--- config.mk ---
export PLATFORM = sky130hd
export DESIGN_NAME = pdiv_post_divider
export DESIGN_NICKNAME = d
export VERILOG_FILES = /design/src/rtl/pdiv_pkg.sv /design/src/rtl/pdiv_phase_cnt.sv /design/src/rtl/pdiv_ctrl.sv /design/src/rtl/pdiv_out_stage.sv /design/src/rtl/pdiv_post_divider.sv
export SDC_FILE = /design/constraint.sdc
export NUM_CORES = 1
export LEC_CHECK = 0
export BUFFER_PORTS_ARGS = -buffer_cell sky130_fd_sc_hd__buf_2
export CAP_MARGIN = 20
export CELL_PAD_IN_SITES_DETAIL_PLACEMENT = 1
export CELL_PAD_IN_SITES_GLOBAL_PLACEMENT = 2
export CORE_AREA = 2 2 39 41
export CTS_CLUSTER_DIAMETER = 60
export DETAILED_ROUTE_END_ITERATION = 12
export DIE_AREA = 0 0 41 43
export HOLD_SLACK_MARGIN = 0.08
export PLACE_DENSITY_LB_ADDON = 0.05
export RECOVER_POWER = 50
export SYNTH_ARGS = -nofsm -noshare
export SYNTH_HDL_FRONTEND = slang
export SYNTH_HIERARCHICAL = 1
export SYNTH_SLANG_ARGS = --single-unit
--- constraint.sdc ---
create_clock -name clk_in -period 1.95 [get_ports clk_in]
set_input_delay 0.195 -clock clk_in [delete_from_list [all_inputs] [get_ports clk_in]]
set_output_delay 0.195 -clock clk_in [all_outputs]
set_load 0.01 [all_outputs]
--- src/rtl/pdiv_pkg.sv ---
`timescale 1ns/1ps
package pdiv_pkg;

  typedef enum logic [1:0] {
    RATIO_2 = 2'b00,
    RATIO_4 = 2'b01,
    RATIO_8 = 2'b10,
    RATIO_1 = 2'b11
  } ratio_e;

  localparam int MAX_HALF = 4;
  localparam int CNT_W    = $clog2(MAX_HALF);

  // Half period in input cycles, minus one (terminal count of the phase counter).
  function automatic logic [CNT_W-1:0] half_limit(input ratio_e r);
    case (r)
      RATIO_4: half_limit = CNT_W'(1);
      RATIO_8: half_limit = CNT_W'(3);
      default: half_limit = '0;
    endcase
  endfunction

endpackage

--- src/rtl/pdiv_phase_cnt.sv ---
`timescale 1ns/1ps
module pdiv_phase_cnt #(
  parameter int W = 2
) (
  input  logic         clk_in,
  input  logic         rst_n,
  input  logic         clear,
  input  logic [W-1:0] limit,
  output logic         term
);

  logic [W-1:0] cnt_q;

  assign term = (cnt_q == limit);

  always_ff @(negedge clk_in or negedge rst_n) begin
    if (!rst_n)              cnt_q <= '0;
    else if (clear || term)  cnt_q <= '0;
    else                     cnt_q <= cnt_q + W'(1);
  end

  AST_CNT_IN_RANGE: assert property (@(negedge clk_in) disable iff (!rst_n)
    !clear |-> (cnt_q <= limit));

endmodule

--- src/rtl/pdiv_ctrl.sv ---
`timescale 1ns/1ps
module pdiv_ctrl
  import pdiv_pkg::*;
(
  input  logic             clk_in,
  input  logic             rst_n,
  input  logic [1:0]       div_code,
  input  logic             out_en,
  input  logic             term,
  output logic             run,
  output logic             level,
  output logic             unity,
  output logic             cnt_clear,
  output logic [CNT_W-1:0] cnt_limit
);

  ratio_e cur_q, nxt;
  logic   run_q, lvl_q;
  logic   fall_bnd;

  assign nxt      = ratio_e'(div_code);
  assign unity    = (cur_q == RATIO_1);
  // End of a high phase: the only moment ratio and enable may change.
  assign fall_bnd = run_q & (unity | (lvl_q & term));

  assign run       = run_q;
  assign level     = lvl_q;
  assign cnt_clear = ~run_q | unity;
  assign cnt_limit = half_limit(cur_q);

  always_ff @(negedge clk_in or negedge rst_n) begin
    if (!rst_n) begin
      run_q <= 1'b0;
      lvl_q <= 1'b0;
      cur_q <= RATIO_2;
    end else if (!run_q) begin
      if (out_en) begin
        run_q <= 1'b1;
        cur_q <= nxt;
        lvl_q <= (nxt == RATIO_1);
      end else begin
        lvl_q <= 1'b0;
      end
    end else if (fall_bnd) begin
      if (!out_en) begin
        run_q <= 1'b0;
        lvl_q <= 1'b0;
      end else begin
        cur_q <= nxt;
        lvl_q <= (nxt == RATIO_1);
      end
    end else if (term) begin
      lvl_q <= 1'b1;
    end
  end

  AST_CODE_AT_BOUNDARY: assert property (@(negedge clk_in) disable iff (!rst_n)
    (run_q && !fall_bnd) |=> $stable(cur_q));

  AST_ENABLE_AT_BOUNDARY: assert property (@(negedge clk_in) disable iff (!rst_n)
    (run_q && !fall_bnd) |=> run_q);

  AST_HIGH_NOT_CUT: assert property (@(negedge clk_in) disable iff (!rst_n)
    (run_q && lvl_q && !unity && !term) |=> lvl_q);

  AST_PARK_ENTRY_LOW: assert property (@(negedge clk_in) disable iff (!rst_n)
    $fell(run_q) |-> !lvl_q);

endmodule

--- src/rtl/pdiv_out_stage.sv ---
`timescale 1ns/1ps
module pdiv_out_stage (
  input  logic clk_in,
  input  logic rst_n,
  input  logic run,
  input  logic level,
  input  logic unity,
  output logic clk_p,
  output logic clk_n
);

  logic pass;

  // At ratio one the level flop acts as a falling-edge gate on the input clock.
  assign pass  = unity ? clk_in : 1'b1;
  assign clk_p = level & pass;
  assign clk_n = ~clk_p;

  AST_PARKED_LOW: assert property (@(negedge clk_in) disable iff (!rst_n)
    !run |-> (!clk_p && clk_n));

  AST_UNITY_PASS: assert property (@(negedge clk_in) disable iff (!rst_n)
    (run && unity && level) |-> clk_p);

endmodule

--- src/rtl/pdiv_post_divider.sv ---
`timescale 1ns/1ps
module pdiv_post_divider
  import pdiv_pkg::*;
(
  input  logic       clk_in,
  input  logic       rst_n,
  input  logic [1:0] div_code,
  input  logic       out_en,
  output logic       clk_p,
  output logic       clk_n
);

  logic             term, run, level, unity, cnt_clear;
  logic [CNT_W-1:0] cnt_limit;

  pdiv_ctrl u_ctrl (
    .clk_in    (clk_in),
    .rst_n     (rst_n),
    .div_code  (div_code),
    .out_en    (out_en),
    .term      (term),
    .run       (run),
    .level     (level),
    .unity     (unity),
    .cnt_clear (cnt_clear),
    .cnt_limit (cnt_limit)
  );

  pdiv_phase_cnt #(.W(CNT_W)) u_cnt (
    .clk_in (clk_in),
    .rst_n  (rst_n),
    .clear  (cnt_clear),
    .limit  (cnt_limit),
    .term   (term)
  );

  pdiv_out_stage u_out (
    .clk_in (clk_in),
    .rst_n  (rst_n),
    .run    (run),
    .level  (level),
    .unity  (unity),
    .clk_p  (clk_p),
    .clk_n  (clk_n)
  );

endmodule

==> summary.md, run 1 <==
| Metric | Value |
|---|---|
| Req. time, crit path | `1.75 ns` |
| Area share of the largest cell type after synthesis | `43.2%` |
| Die Y | `43 um` |
| Ranking of synthesized cells by area | `sky130_fd_sc_hd__dfrtn_1, sky130_fd_sc_hd__ha_1, sky130_fd_sc_hd__mux2_1, sky130_fd_sc_hd__xor2_1, sky130_fd_sc_hd__nand3b_1` |
| Class of the tightest hold or removal check | `reg2reg` |
| Final cell count without fillers | `68` |
| Post-synth ARST share | `100%` |
| Die area | `1760 um2` |
| Number of warnings printed during yosys synthesis | `6` |
| Net Count, Synth | `39` |
| Placer's final routability congestion estimate | `0.650` |
| Top-Level Pins | `7` |
| Vias per cell | `4.66` |
| First-pass GRT wire length | `1510 um` |
| WL met3 | `27 um` |
| Final count of pins violating max slew | `0` |
| Number of hold buffers added after CTS | `0` |
| Post-Route Hold Slack | `0.491 ns` |
| Number of distinct library cell variants in the gate-level netlist after synthesis | `18` |
| Post-DRT Antenna Nets | `0` |
| Worst Setup Slack, final | `-0.539 ns` |
| Arrival time of the worst setup path | `2.29 ns` |
| Leakage | `0.258 nW` |
| Clock tree from TritonCTS | `done` |
| CP endpoint kind | `output pin` |
| Final hold vios | `0` |
| Share of synthesized area occupied by flip-flops and latches | `43.2%` |
| Number of vias after detailed routing | `317` |
| Post-synth EDFFs | `0` |
| Most common cell in the synthesized netlist | `sky130_fd_sc_hd__dfrtn_1` |
| Antenna violations before repair | `0` |
| Result of the run | `finished, violations left` |
| Cell type with the highest aggregate area in the netlist | `sky130_fd_sc_hd__dfrtn_1` |
| Initial cell density of the core | `25.1%` |
| Number of input and output port buffers inserted | `6` |
| Total congestion overflow after global routing | `0` |
| Core region area | `1380 um2` |
| DP Wirelength | `652 um` |
| First-iteration detailed-routing DRC count | `1` |
| Via count of the first global-routing pass | `362` |
| Metal2 WL | `518 um` |
| Maximum number of pins on one net before global-route repair | `7` |
| Most used flip-flop cell after synthesis | `sky130_fd_sc_hd__dfrtn_1` |
| Count of antenna diodes in the layout | `0` |
| Setup Crit Path Kind | `reg2out` |
| Post-synthesis instance total | `32` |
| Cell row count | `14` |
| Setup repair after global routing missed its margin | `yes` |
| Share of final-layout standard cells stronger than drive strength 1 | `67.3%` |
| Violated checks | `negative setup slack` |
| Top routing layer in use | `met4` |
| Tot Pwr | `0.00128 W` |
| Transition time of the tightest slew-check pin | `0.351 ns` |
| Area growth from synthesis to layout | `59.7%` |
| Width of the die | `41 um` |
| Total routed wire length on the met1 layer | `415 um` |
| Placed insts | `56` |
| FF-to-FF setup slack | `0.04 ns` |
| Largest voltage drop on the vdd net | `0.900 mV` |
| Setup violators final | `2` |
| Clock-pin slew on the worst setup and hold paths | `0.04 ns` |
| Clock Skew | `0.00320 ns` |
| Number of fill cells in the layout | `155` |
| Iteration count of the initial detailed-routing pass | `2` |
| NumNets Final | `60` |
| DRC viols | `0` |
| Number of register bits inferred by synthesis | `6` |
| Power per Cell Area | `2300 nW/um2` |
| Max cap viols | `0` |
| CP Max Fanout | `2` |
| Average wire per cell in the routed design | `14.9 um` |
| Tightest slew margin relative to the limit | `76.6%` |
| Kind of start point of the critical path | `flop` |
| Most frequent cells after synthesis | `sky130_fd_sc_hd__dfrtn_1, sky130_fd_sc_hd__inv_1` |
| Final wirelength | `1010 um` |
| Mean area per synthesized cell | `10.9 um2` |
| Later-pin clock latency in the skew report | `0.38 ns` |
| Sum of negative setup slack | `-1.02 ns` |
| Netlist area before placement | `348 um2` |
| Total global-route track usage | `15.2%` |
| DP Worst Slack | `-0.163 ns` |
[routing by layer]
layer | vias up | GRT usage, %
met5 | - | 0
met2 | 8 | 18.8
met4 | 0 | 20.0
li1 | 148 | -
met3 | 6 | 7.33
met1 | 155 | 15.4
[sequential cells by signal, indices dropped and copies added, names as in the netlist]
| register | flops |
|---|---|
| u_cnt/cnt_q | 2 |
| u_ctrl/level | 1 |
| u_ctrl/run | 1 |
| u_ctrl/cur_q | 2 |
[through the flow]
| stage | area, um2 | utilization, % |
|---|---|---|
| 6_report | 556 | 40.1 |
| 3_5_place_dp | 417 | 30.1 |
| 5_1_grt | 556 | 40.1 |
| 3_3_place_gp | 417 | 30.1 |
| 2_1_floorplan | 352 | - |
| 4_1_cts | 502 | 36.3 |
[worst max-delay path, cell delays in order, from the launching register on]
cell                      delay, ns
sky130_fd_sc_hd__dfrtn_1       0.42
sky130_fd_sc_hd__ha_2          0.19
sky130_fd_sc_hd__inv_2         0.04
sky130_fd_sc_hd__o21a_1        0.15
sky130_fd_sc_hd__buf_2         0.13
[kinds of logic (layout without fill, tap and decap cells)]
kind of cell | count (synthesis) | after routing | synth area share, %
AND/OR/NAND/NOR | 10 | 10 | 20.9
multiplexers | 2 | 2 | 6.47
AO/OA/AOI/OAI | 7 | 7 | 14.0
adder cells (fa/ha/maj) | 2 | 2 | 7.19
buffers and inverters | 3 | 23 | 3.24
XOR/XNOR | 2 | 2 | 5.04
flip-flops | 6 | 6 | 43.2
[worst paths after layout]
check                           cells past startpoint            start              end
worst max-delay path                                4  u_ctrl/cur_q[0]            clk_p
worst min-delay path                                1   u_cnt/cnt_q[0]   u_cnt/cnt_q[0]
worst max register to register                      9  u_ctrl/cur_q[0]  u_ctrl/cur_q[1]
worst min register to register                      1   u_cnt/cnt_q[0]   u_cnt/cnt_q[0]
max in group asynchronous                           1            rst_n  u_ctrl/cur_q[0]
min in group asynchronous                           1            rst_n   u_cnt/cnt_q[0]
[repair_timing]
action	CTS	global route
buffers inserted	1	5
setup endpoints to repair	2	4
pin swaps	2	4
hold endpoints to repair	0	0
gates resized for setup	6	6
[layout make-up]
type / instances / area (um2) / area share [%]
Sequential cell: 6 / 150 / 27.0
Timing Repair Buffer: 10 / 63.8 / 11.5
Clock buffer: 10 / 70.1 / 12.6
Multi-Input combinational cell: 23 / 238 / 42.8
Tap cell: 16 / 20.0 / 3.60
Inverter: 3 / 13.8 / 2.48
[cells in the final DEF (no fill, tap or decap), drive strengths merged, types with 2 or more instances in the layout]
| cell type | synthesis | layout |
|---|---|---|
| nand2b | 3 | 3 |
| nor2 | 2 | 2 |
| clkbuf | 0 | 9 |
| dfrtn | 6 | 6 |
| mux2 | 2 | 2 |
| inv | 3 | 3 |
| nand3b | 2 | 2 |
| xor2 | 2 | 2 |
| buf | 0 | 11 |
| ha | 2 | 2 |
| o21ai | 3 | 3 |
[power breakdown]
| part | switching [W] | internal (W) | leakage, nW |
|---|---|---|---|
| Clock | 0.000125 | 0.000216 | 0.0489 |
| Sequential | 0.0000536 | 0.000187 | 0.0718 |
| Combinational | 0.000304 | 0.000392 | 0.138 |
(Power assumes the default switching activity.)
==> run 2, diff against run 1 <==
Settings changed: PLACE_DENSITY_LB_ADDON 0.05 to 0.25.
==> summary.md, run 2 (same netlist as run 1, synthesis figures left out) <==
| Metric | Value |
|---|---|
| Post-DRT Antenna Nets | `0 (unchanged)` |
| Iteration count of the initial detailed-routing pass | `4 (+2)` |
| Vias per cell | `4.70 (+0.76%)` |
| First-iteration detailed-routing DRC count | `2 (+1)` |
| Hold path start | `u_cnt/cnt_q[0]` |
| Top-Level Pins | `7 (unchanged)` |
| Net switching power | `0.000413 W (-14%)` |
| Total global-route track usage | `14.9% (-0.33 points)` |
| Largest registers | `u_cnt/cnt_q: 2 flops, u_ctrl/cur_q: 2 flops` |
| Final instance area | `520 um2 (-6.3%)` |
| Internal power consumption | `0.000704 W (-12%)` |
| Violated checks | `negative setup slack` |
| Die Y | `43 um (unchanged)` |
| Switching part of the total | `37.0% (-0.78 points)` |
| Setup Crit Path Kind | `reg2out` |
| Logic pwr share | `49.3% (-5.1 points)` |
| Core region area | `1380 um2 (unchanged)` |
| Tightest slew margin relative to the limit | `75.2% (-1.4 points)` |
| Worst Setup Slack, final | `-0.532 ns (+0.00717 ns)` |
| DP Wirelength | `623 um (-4.4%)` |
| Req. time, crit path | `1.75 ns (about the same)` |
| Crit Reg-Reg Startpoint | `u_ctrl/cur_q[0]` |
| Number of fill cells in the layout | `161 (+3.9%)` |
| Final count of pins violating max slew | `0 (unchanged)` |
| Most frequent standard cell in the layout excluding fill and tap cells | `sky130_fd_sc_hd__clkbuf_4` |
| Result of the run | `finished, violations left` |
| Area growth from synthesis to layout | `49.6%` |
| Final wirelength | `904 um (-11%)` |
| Later-pin clock latency in the skew report | `0.37 ns (about the same)` |
| CP endpoint kind | `output pin` |
| FF-to-FF setup slack | `0.01 ns (-0.03 ns)` |
| Number of vias after detailed routing | `310 (-2.2%)` |
| Clock tree from TritonCTS | `done` |
| Power share of the clock group | `29.1% (+2.4 points)` |
| NumNets Final | `58 (-3.3%)` |
| Class of the tightest hold or removal check | `reg2reg` |
| Kind of start point of the critical path | `flop` |
| Power per Cell Area | `2150 nW/um2 (-6.7%)` |
| Antenna violations before repair | `0 (unchanged)` |
| Final hold vios | `0 (unchanged)` |
| Number of cells on the worst reg-to-reg path | `9 (unchanged)` |
| Area of all sequential standard cells | `150 um2 (unchanged)` |
| DRC viols | `0 (unchanged)` |
| Die area | `1760 um2 (unchanged)` |
| Via count of the first global-routing pass | `359 (-0.83%)` |
| Number of input and output port buffers inserted | `6 (unchanged)` |
| Cell row count | `14 (unchanged)` |
| Post-Route Hold Slack | `0.489 ns (-0.00187 ns)` |
| Clock Skew | `0.000335 ns (-0.00286 ns)` |
| Placer's final routability congestion estimate | `0.693 (+6.7%)` |
| Placed Area | `417 um2 (unchanged)` |
| Count of antenna diodes in the layout | `0 (unchanged)` |
| Transition time of the tightest slew-check pin | `0.372 ns (+0.0209 ns)` |
| Leakage | `0.247 nW (-4.3%)` |
| Maximum number of pins on one net before global-route repair | `7 (unchanged)` |
| Setup violators final | `2 (unchanged)` |
| Tot Pwr | `0.00112 W (-13%)` |
| Sum of negative setup slack | `-1.01 ns (+0.00690 ns)` |
| Max cap viols | `0 (unchanged)` |
| DP Worst Slack | `-0.157 ns (+0.00586 ns)` |
| Largest voltage drop on the vdd net | `0.734 mV (-18%)` |
| Width of the die | `41 um (unchanged)` |
| Commonest cells after routing, fill and taps aside | `sky130_fd_sc_hd__clkbuf_4, sky130_fd_sc_hd__dfrtn_1, sky130_fd_sc_hd__buf_2` |
| Setup repair after global routing missed its margin | `yes` |
| Number of hold buffers added after CTS | `0 (unchanged)` |
| Arrival time of the worst setup path | `2.29 ns (about the same)` |
| Initial cell density of the core | `25.1% (unchanged)` |
| Share of final-layout standard cells stronger than drive strength 1 | `58.0% (-9.3 points)` |
| Area occupied by multi-input gates | `220 um2 (-7.4%)` |
| CP startpoint | `u_ctrl/cur_q[1]` |
| Average wire per cell in the routed design | `13.7 um (-7.9%)` |
| Clock-pin slew on the worst setup and hold paths | `0.03 ns (about the same)` |
| Reg power frac | `21.5% (+2.7 points)` |
| CP Max Fanout | `2 (unchanged)` |
| Total congestion overflow after global routing | `0 (unchanged)` |
| Hold Path Cell Cnt | `1 (unchanged)` |
| First-pass GRT wire length | `1520 um (+0.46%)` |
-- run 2: cell count changes in the layout (fill, tap and decap cells not counted) --
| cell | change |
|---|---|
| sky130_fd_sc_hd__nor2_2 | -1 |
| sky130_fd_sc_hd__inv_1 | +1 |
| sky130_fd_sc_hd__buf_4 | -2 |
| sky130_fd_sc_hd__nor2_1 | +1 |
| sky130_fd_sc_hd__xor2_2 | -2 |
| sky130_fd_sc_hd__xor2_1 | +2 |
| sky130_fd_sc_hd__inv_4 | -1 |
-- run 2: repair_timing --
action | CTS | global route
gates resized for setup | 6 | 1
pin swaps | 2 | 4
setup buffers | 2 | 0
endpoints found under the setup margin | 2 | 4
-- run 2: path summary, 6_finish.rpt --
kind,endpoint
setup / recovery,clk_p
hold / removal,u_cnt/cnt_q[0]
setup reg to reg,u_ctrl/cur_q[0]
hold reg to reg,u_cnt/cnt_q[0]
max in group asynchronous,u_ctrl/level
min in group asynchronous,u_cnt/cnt_q[1]
-- run 2: per-layer routing --
metal	up-vias	wire, um	global-route usage, %
li1	146	-	-
met1	154	374	14.3
met2	8	466	19.7
met3	2	49	7.33
met4	0	14	18.0
met5	-	0	0
-- run 2: cell type report --
| type | instances | area share, % |
|---|---|---|
| multi-input cells | 23 | 42.3 |
| clock buffers | 10 | 13.5 |
| inverters | 3 | 2.16 |
| well taps | 16 | 3.85 |
| repair buffers | 8 | 9.38 |
| flip-flops and latches | 6 | 28.8 |
-- run 2: stage by stage --
stage               std cells  util, %
finish                     66     37.6
CTS                        66     36.8
global route               66     37.6
detailed placement         56     30.1
floorplan                  32        -
global placement           56     30.1
-- run 2: worst max-delay path, cell delays in order, from the launching register on --
cell,delay (ns)
sky130_fd_sc_hd__dfrtn_1,0.43
sky130_fd_sc_hd__ha_2,0.19
sky130_fd_sc_hd__inv_2,0.04
sky130_fd_sc_hd__o21a_1,0.15
sky130_fd_sc_hd__buf_2,0.13
-- run 2: power by group through the flow --
stage | Clock [W] | Combinational [W] | Sequential, W
3_5_place_dp | 0.0000584 | 0.000437 | 0.000242
3_3_place_gp | 0.0000584 | 0.000419 | 0.000234
5_1_grt | 0.000361 | 0.000626 | 0.000246
2_1_floorplan | 0.0000371 | 0.000317 | 0.000229
4_1_cts | 0.000343 | 0.000530 | 0.000238
6_report | 0.000326 | 0.000551 | 0.000241
